$ cat src/rtl/fsup_pkg.sv
package fsup_pkg;

    typedef enum logic [2:0] {
        ST_OFF   = 3'd0,
        ST_RUN   = 3'd1,
        ST_LATCH = 3'd2,
        ST_HOT   = 3'd3,
        ST_UV    = 3'd4
    } fsup_state_e;

    typedef enum logic [2:0] {
        CZ_NONE  = 3'd0,
        CZ_OVP   = 3'd1,
        CZ_SWOV  = 3'd2,
        CZ_OCP   = 3'd3,
        CZ_OTP   = 3'd4,
        CZ_SHORT = 3'd5,
        CZ_SSTO  = 3'd6
    } fsup_cause_e;

    typedef struct packed {
        logic ovp;
        logic swov;
        logic ocp;
        logic otp;
        logic tok;
        logic uv;
        logic ssto;
    } fsup_flags_t;

    localparam int FSUP_NFLAGS = 7;

endpackage

$ cat src/rtl/fsup_glitch_filter.sv
module fsup_glitch_filter #(
    parameter int W = 8
) (
    input  logic         clk,
    input  logic         rst_n,
    input  logic [W-1:0] raw,
    output logic [W-1:0] clean
);

    logic [W-1:0] seen_q;

    for (genvar b = 0; b < W; b++) begin : g_bit
        always_ff @(posedge clk or negedge rst_n) begin
            if (!rst_n) begin
                seen_q[b] <= 1'b0;
                clean[b]  <= 1'b0;
            end else begin
                seen_q[b] <= raw[b];
                if (raw[b] == seen_q[b]) begin
                    clean[b] <= raw[b];
                end
            end
        end
    end

endmodule

$ cat src/rtl/fsup_string_mask.sv
module fsup_string_mask #(
    parameter int NCH = 6
) (
    input  logic           clk,
    input  logic           rst_n,
    input  logic           clear,
    input  logic           trim,
    input  logic [NCH-1:0] active_mask,
    input  logic [NCH-1:0] in_reg,
    output logic [NCH-1:0] mask
);

    always_ff @(posedge clk or negedge rst_n) begin
        if (!rst_n) begin
            mask <= '0;
        end else if (clear) begin
            mask <= '0;
        end else if (trim) begin
            mask <= mask | (active_mask & ~in_reg);
        end
    end

endmodule

$ cat src/rtl/fsup_fsm.sv
module fsup_fsm
    import fsup_pkg::*;
(
    input  logic        clk,
    input  logic        rst_n,
    input  logic        enable,
    input  logic        mode_auto,
    input  fsup_flags_t f,
    input  logic        short_hit,
    output logic        shutdown,
    output logic        restart_ss,
    output logic        ovp_trim,
    output logic        fault_pd,
    output logic [2:0]  cause
);

    fsup_state_e st_q, st_n;
    fsup_cause_e cz_q, cz_n, pick;
    logic        latch_evt;

    assign latch_evt = f.swov | short_hit |
                       (!mode_auto & (f.ovp | f.ocp | f.otp | f.ssto));

    always_comb begin
        if (f.swov)                   pick = CZ_SWOV;
        else if (short_hit)           pick = CZ_SHORT;
        else if (!mode_auto && f.ovp) pick = CZ_OVP;
        else if (!mode_auto && f.ocp) pick = CZ_OCP;
        else if (!mode_auto && f.otp) pick = CZ_OTP;
        else if (!mode_auto && f.ssto) pick = CZ_SSTO;
        else                          pick = CZ_NONE;
    end

    always_comb begin
        st_n = st_q;
        cz_n = cz_q;
        if (f.uv) begin
            st_n = ST_UV;
            cz_n = CZ_NONE;
        end else if (!enable) begin
            st_n = ST_OFF;
            cz_n = CZ_NONE;
        end else begin
            unique case (st_q)
                ST_OFF, ST_UV: st_n = ST_RUN;
                ST_RUN: begin
                    if (latch_evt) begin
                        st_n = ST_LATCH;
                        cz_n = pick;
                    end else if (mode_auto && f.otp) begin
                        st_n = ST_HOT;
                    end
                end
                ST_HOT: begin
                    if (latch_evt) begin
                        st_n = ST_LATCH;
                        cz_n = pick;
                    end else if (f.tok && !f.otp) begin
                        st_n = ST_RUN;
                    end
                end
                ST_LATCH: st_n = ST_LATCH;
                default:  st_n = ST_OFF;
            endcase
        end
    end

    always_ff @(posedge clk or negedge rst_n) begin
        if (!rst_n) begin
            st_q <= ST_OFF;
            cz_q <= CZ_NONE;
        end else begin
            st_q <= st_n;
            cz_q <= cz_n;
        end
    end

    always_comb begin
        shutdown   = (st_q != ST_RUN);
        ovp_trim   = (st_q == ST_RUN) && mode_auto && f.ovp;
        restart_ss = (st_q == ST_RUN) && mode_auto && (f.ocp || f.ssto) && !latch_evt;
        fault_pd   = (st_q == ST_LATCH) || (st_q == ST_HOT) || (st_q == ST_UV) ||
                     restart_ss || ovp_trim;
        cause      = cz_q;
    end

endmodule

$ cat src/rtl/led_fault_supervisor.sv
module led_fault_supervisor
    import fsup_pkg::*;
#(
    parameter int NCH = 6
) (
    input  logic           clk,
    input  logic           rst_n,
    input  logic           enable,
    input  logic           mode_auto,
    input  logic           ovp_flag,
    input  logic           swov_flag,
    input  logic           ocp_flag,
    input  logic           otp_flag,
    input  logic           temp_ok_flag,
    input  logic           uvlo_flag,
    input  logic           ssto_flag,
    input  logic [NCH-1:0] short_flag,
    input  logic [NCH-1:0] active_mask,
    input  logic [NCH-1:0] in_reg,
    output logic           shutdown,
    output logic           restart_ss,
    output logic [NCH-1:0] str_disable,
    output logic           fault_pd,
    output logic [2:0]     first_cause
);

    localparam int FW = FSUP_NFLAGS + NCH;

    logic [FW-1:0] raw_vec, clean_vec;
    fsup_flags_t   flt;
    logic [NCH-1:0] short_f;
    logic          short_hit;
    logic          ovp_trim;
    logic          uv_f;

    assign raw_vec = {short_flag, ovp_flag, swov_flag, ocp_flag, otp_flag,
                      temp_ok_flag, uvlo_flag, ssto_flag};

    fsup_glitch_filter #(.W(FW)) u_filt (
        .clk   (clk),
        .rst_n (rst_n),
        .raw   (raw_vec),
        .clean (clean_vec)
    );

    assign flt       = fsup_flags_t'(clean_vec[FSUP_NFLAGS-1:0]);
    assign short_f   = clean_vec[FW-1:FSUP_NFLAGS];
    assign short_hit = |(short_f & active_mask);
    assign uv_f      = flt.uv;

    fsup_fsm u_fsm (
        .clk        (clk),
        .rst_n      (rst_n),
        .enable     (enable),
        .mode_auto  (mode_auto),
        .f          (flt),
        .short_hit  (short_hit),
        .shutdown   (shutdown),
        .restart_ss (restart_ss),
        .ovp_trim   (ovp_trim),
        .fault_pd   (fault_pd),
        .cause      (first_cause)
    );

    fsup_string_mask #(.NCH(NCH)) u_mask (
        .clk         (clk),
        .rst_n       (rst_n),
        .clear       (!enable || uv_f),
        .trim        (ovp_trim),
        .active_mask (active_mask),
        .in_reg      (in_reg),
        .mask        (str_disable)
    );

endmodule

$ cat config.mk
export PLATFORM = sky130hd
export DESIGN_NAME = led_fault_supervisor
export DESIGN_NICKNAME = d
export VERILOG_FILES = /design/src/rtl/fsup_pkg.sv /design/src/rtl/fsup_glitch_filter.sv /design/src/rtl/fsup_string_mask.sv /design/src/rtl/fsup_fsm.sv /design/src/rtl/led_fault_supervisor.sv
export SDC_FILE = /design/constraint.sdc
export NUM_CORES = 1
export LEC_CHECK = 0
export BUFFER_PORTS_ARGS = -buffer_cell sky130_fd_sc_hd__buf_4
export CORE_AREA = 5 5 61 63
export DETAILED_ROUTE_END_ITERATION = 10
export DIE_AREA = 0 0 66 68
export PLACE_DENSITY_LB_ADDON = 0.08
export SLEW_MARGIN = 20
export SYNTH_ARGS = -nofsm -noshare
export SYNTH_HDL_FRONTEND = slang
export SYNTH_SLANG_ARGS = --single-unit
$ cat constraint.sdc
create_clock -name clk -period 2.45 [get_ports clk]
set_input_delay 0.1225 -clock clk [delete_from_list [all_inputs] [get_ports clk]]
set_output_delay 0.1225 -clock clk [all_outputs]
set_load 0.05 [all_outputs]
# Word level (Yosys, flattened, before mapping)
# Index checks and enable logic that the tools add are counted.
[classes] reduce_logical=27 eq_ne=22 n_mux=19 n_bitwise=10
[ops] op="$mux W3" count=16
[ops] op="$eq A1 B1 Y1" count=13
[ops] op="$and A6 B6 Y6" count=2
[ops] op="$mux W6" count=2
[ops] op="$pmux W3 S4" count=1
[ops] op="$logic_and A1 B1 Y1" count=10
[ops] op="$ne A5 B3 Y1 const B" count=2
[ops] op="$eq A3 B2 Y1 const B" count=2
[ops] op="$logic_or A1 B1 Y1" count=6
[ops] op="$ne A3 B1 Y1 const B" count=2
[ops] op="$not A6 Y6" count=1
[ops] op="$or A6 B6 Y6" count=1
[ops] op="$reduce_or A6 Y1" count=1
[ops] op="$or A1 B1 Y1" count=5
[ops] op="$logic_not A1 Y1" count=4
[ops] op="$reduce_and A2 Y1" count=2
[ops] op="$reduce_or A2 Y1" count=2
[ops] op="$eq A3 B1 Y1 const B" count=1
[ops] op="$eq A3 B3 Y1 const B" count=1
[ops] op="$logic_not A3 Y1" count=1
[ops] op="$ne A3 B2 Y1 const B" count=1
[ops] op="$reduce_bool A2 Y1" count=1
[ops] op="$and A1 B1 Y1" count=1
[word_totals] output_inout_bits=12 register_bits=38

# Logic depth before layout (Yosys ltp)
[depth] word_depth=12 depth_mapped=5

# Cells and area by module
# From an unflattened synthesis, not the netlist that was laid out.
[hier_totals] hier_cells=117 hier_area_um2=1502.7
[modules_own_cells] mod="fsup_glitch_filter" area_each_um2=797.0 cells_each=39 instances=1
[modules_own_cells] mod="fsup_fsm" area_each_um2=424.2 cells_each=49 instances=1
[modules_own_cells] mod="fsup_string_mask" area_each_um2=247.7 cells_each=24 instances=1
[modules_own_cells] mod="led_fault_supervisor" area_each_um2=33.8 cells_each=5 instances=1

# Least setup slack after synthesis
# OpenSTA, ideal clock, no wires.
[synth_timing] path_type="register -> output" from="reg u_fsm.st_q[2]" to="out fault_pd" slack_ns=0.661 arrival_ns=1.667 stages_incl_launch_ff=5 path_cell_list="dfrtp_1 > nand2b_1 > nor2_1 > o211ai_1 > o21bai_1"
[synth_between] elab_chain_cells=6
[synth_rtl] element="from (decl)" line_no="fsup_fsm.sv:17" source="fsup_state_e st_q, st_n;"
[synth_rtl] element="from (signal assigned)" line_no="fsup_fsm.sv:73" source="st_q <= st_n;"
[synth_rtl] element="$eq A3 B1 Y1" line_no="fsup_fsm.sv:80, fsup_fsm.sv:81"
[synth_rtl] element="$logic_and A1 B1 Y1" line_no="fsup_fsm.sv:80, fsup_fsm.sv:81"
[synth_rtl] element="$logic_and A1 B1 Y1 (2 in series)" line_no="fsup_fsm.sv:81" source="restart_ss = (st_q == ST_RUN) && mode_auto && (f.ocp || f.ssto) && !latch_evt;"
[synth_rtl] element="$logic_or A1 B1 Y1" line_no="fsup_fsm.sv:82" source="fault_pd = (st_q == ST_LATCH) || (st_q == ST_HOT) || (st_q == ST_UV) ||"
[synth_rtl] element="$logic_or A1 B1 Y1 (*)" line_no="fsup_fsm.sv:83" source="restart_ss || ovp_trim;"
[synth_rtl] element="to (decl)" line_no="led_fault_supervisor.sv:23" source="output logic fault_pd,"
# Every way passes the cells marked *; elsewhere a longest branch is shown, timed or not.

# Worst setup path after layout
# Ends and elaborated chain as after synthesis.

==> results.json <==
{
  "post-route-cell-area_um2": 1990,
  "rsz0062_at_grt": "no",
  "die_h_um": 68,
  "grt_overflow": 0,
  "vias_per_cell": 5.18,
  "cts_setup_buffers": 0,
  "crit_cells": 5,
  "vias": 1151,
  "cts_max_level": 2,
  "clockBufferDepth": 2,
  "wl_per_cell_um": 13.9,
  "power.density_nw_per_um2": 578,
  "synth_edf_count": 0,
  "clk_pin_slew_worst_paths_ns": 0.10,
  "rr_endpoint": "u_fsm.cause[0]$_DFFE_PN0P_",
  "synthCells": 118,
  "worst-path-buf-inv": 1,
  "finalSetupViolCount": 0,
  "postLayoutCoreUtil": 0.627,
  "setup_tns_ns": 0,
  "crit_end": "fault_pd",
  "critPathMaxFanout": 6,
  "drt_iter0_drc": 56,
  "rows": 21,
  "pin_count": 41,
  "critical_path.cell_chain": "nand2b_1 > nor2_1 > o211ai_1 > o21bai_1 > buf_4",
  "port_buffers": 40,
  "hold_viol_final": 0,
  "fin_skew_ns": 0.00537,
  "slowest_delay_ns": 0.44,
  "drt-pass1-iter-count": 4,
  "routed-wl-met2_mm": 1.55,
  "die_width_um": 66,
  "netlist_area_um2": 1460,
  "start_util": 0.460,
  "cp.required_ns": 2.33,
  "synth_area_leader_cell": "dfrtp_1",
  "regArea_um2": 951,
  "nNetsFinal": 205,
  "clock_sinks": 38,
  "wl_met3_um": 179,
  "reg2regPathDepth": 4,
  "reg2reg_slack_ns": 0.75,
  "drc": 0,
  "synth_top_area_frac": 0.651,
  "p_leak_uw": 0.000900,
  "endpoint_kind": "primary output",
  "synth_most_common_cell": "dfrtp_1",
  "grt_pass1_wl_mm": 5.26,
  "area_delta_synth_final_pct": 36.4,
  "finalWirelength_mm": 3.08,
  "peakVddDrop_mv": 0.344,
  "grt_max_degree": 39,
  "synth-seq-area-share": 0.651,
  "period_share": 0.785,
  "insertion_delay_ns": 0.33,
  "ys_async_sr_fraction": 1.00,
  "drv_slew": 0,
  "detail-route-antenna-nets": 0,
  "critPathArrivalTime_ns": 1.80,
  "synthDistinctLibCells": 28,
  "cts_tree": "done",
  "synthFlopType": "dfrtp_1",
  "startpoint": "u_fsm.st_q[2]$_DFFE_PN0P_",
  "synth_nets": 147,
  "critPathLaunchType": "flip-flop",
  "numCtsBuffers": 5,
  "synth_area_leaders": "dfrtp_1 (65%), maj3_1 (8.9%), a31oi_1 (3.4%)",
  "timing.hold.worst.class": "in -> reg",
  "drv_cap": 0,
  "outcome": "finished, final reports clean",
  "antenna_found_initial": 0,
  "cts_resized": 0,
  "hold_buffers": 14,
  "final_layout_size_suffix_gt1_frac": 0.261,
  "min_path_cells": 3,
  "avgSynthCellArea_um2": 12.4,
  "nFillCells": 252,
  "cp_slowest_cell": "dfrtp_1",
  "slew_headroom": 0.677,
  "first_global_vias": 1160,
  "clock.fmax_ghz": 0.520,
  "crit_type": "reg -> out",
  "highest_layer": "met4",
  "met1Wirelength_mm": 1.29,
  "synth.ff_latch_count": 38,
  "die_area_um2": 4490,
  "cp_top_family": "simple AND/OR/NAND/NOR gates",
  "place_hpwl_mm": 2.24,
  "yosysWarnings": 0,
  "n_antenna_cell": 0,
  "r2r-start": "u_filt.clean[8]$_DFFE_PN0N_",
  "worst_pin_slew_ns": 0.484,
  "coreArea_um2": 3180,
  "grt_util_all_layers": 0.157,
  "multiInputGateArea_um2": 473,
  "place_area_um2": 1810,
  "period_needed_ns": 1.92,
  "cts-root-buf": "clkbuf_4",
  "synth_commonest_cells": "dfrtp_1 (38), maj3_1 (13), nor2_1 (10)",
  "finalWeightedCongestion": 0.897
}
where the power goes:
| part | leakage [uW] | internal [uW] | switching [uW] |
|---|---|---|---|
| Sequential | 0.000468 | 664 | 30.8 |
| Clock | 0.0000254 | 108 | 180 |
| Combinational | 0.000407 | 85.7 | 84.0 |
| Total | 0.000900 | 858 | 294 |
worst min path at each step:
stage,from,end
after floorplan,rst_n,u_filt.clean[0]$_DFFE_PN0N_
after global placement,rst_n,u_filt.seen_q[4]$_DFF_PN0_
after detailed placement,rst_n,u_filt.seen_q[4]$_DFF_PN0_
after CTS,active_mask[0],u_mask.mask[0]$_DFFE_PN0P_
after global routing,active_mask[0],u_mask.mask[0]$_DFFE_PN0P_
final,active_mask[0],u_mask.mask[0]$_DFFE_PN0P_
per-layer routing:
metal  vias up  global-route usage
li1        540                   -
met1       568               0.194
met2        36               0.259
met3         7              0.0394
met4         0              0.0761
met5         -                   0
cell type report:
type | count | area share
sequential | 38 | 0.477
inverter | 7 | 0.0132
timing repair buffer | 54 | 0.221
tap | 46 | 0.0289
clock buffer | 7 | 0.0226
multi-input combinational | 70 | 0.237
sequential cells by signal, summed over array words and instances, names as in the netlist:
register       flops
u_filt.clean      13
u_filt.seen_q     13
u_fsm.cause        3
u_fsm.st_q         3
u_mask.mask        6
placed cells by master (no fill, tap or decap), types with 2 or more instances in the layout:
| cell type | netlist | routed |
|---|---|---|
| o22ai_1 | 2 | 2 |
| nor2_1 | 10 | 10 |
| a22oi_1 | 3 | 3 |
| nand2_1 | 3 | 3 |
| a31oi_1 | 8 | 8 |
| buf_4 | 0 | 40 |
| nand3_1 | 2 | 2 |
| clkbuf_4 | 0 | 5 |
| nand2b_1 | 4 | 4 |
| dfrtp_1 | 38 | 38 |
| a21oi_1 | 3 | 3 |
| maj3_1 | 13 | 13 |
| clkbuf_1 | 3 | 2 |
| nor2b_1 | 3 | 3 |
| inv_1 | 7 | 7 |
| dlygate4sd3_1 | 0 | 14 |
| nor4_1 | 2 | 2 |
| o21ai_0 | 3 | 3 |
| and3_1 | 2 | 2 |
metrics by stage:
stage | worst slack (ns) | cells | power (uW) | hold slack [ns]
floorplan | 0.661 | 118 | 781 | -0.173
global placement | 0.834 | 201 | 857 | 0.112
detailed placement | 0.747 | 201 | 862 | 0.112
CTS | 0.532 | 222 | 1170 | 0.0370
global route | 0.422 | 222 | 1210 | 0.0507
finish | 0.526 | 222 | 1150 | 0.0453
tightest hold or removal path, cell delays in order:
cell	delay, ns
buf_4	0.08
a31oi_1	0.06
nor2_1	0.07
kinds of logic after synthesis:
kind of cell	after synthesis	synth area share
flip-flops	38	0.651
AO/OA/AOI/OAI	26	0.118
buffers and inverters	10	0.0257
AND/OR/NAND/NOR	31	0.116
adder cells (fa/ha/maj)	13	0.0890
No activity file was read; power rests on OpenSTA's default activity.
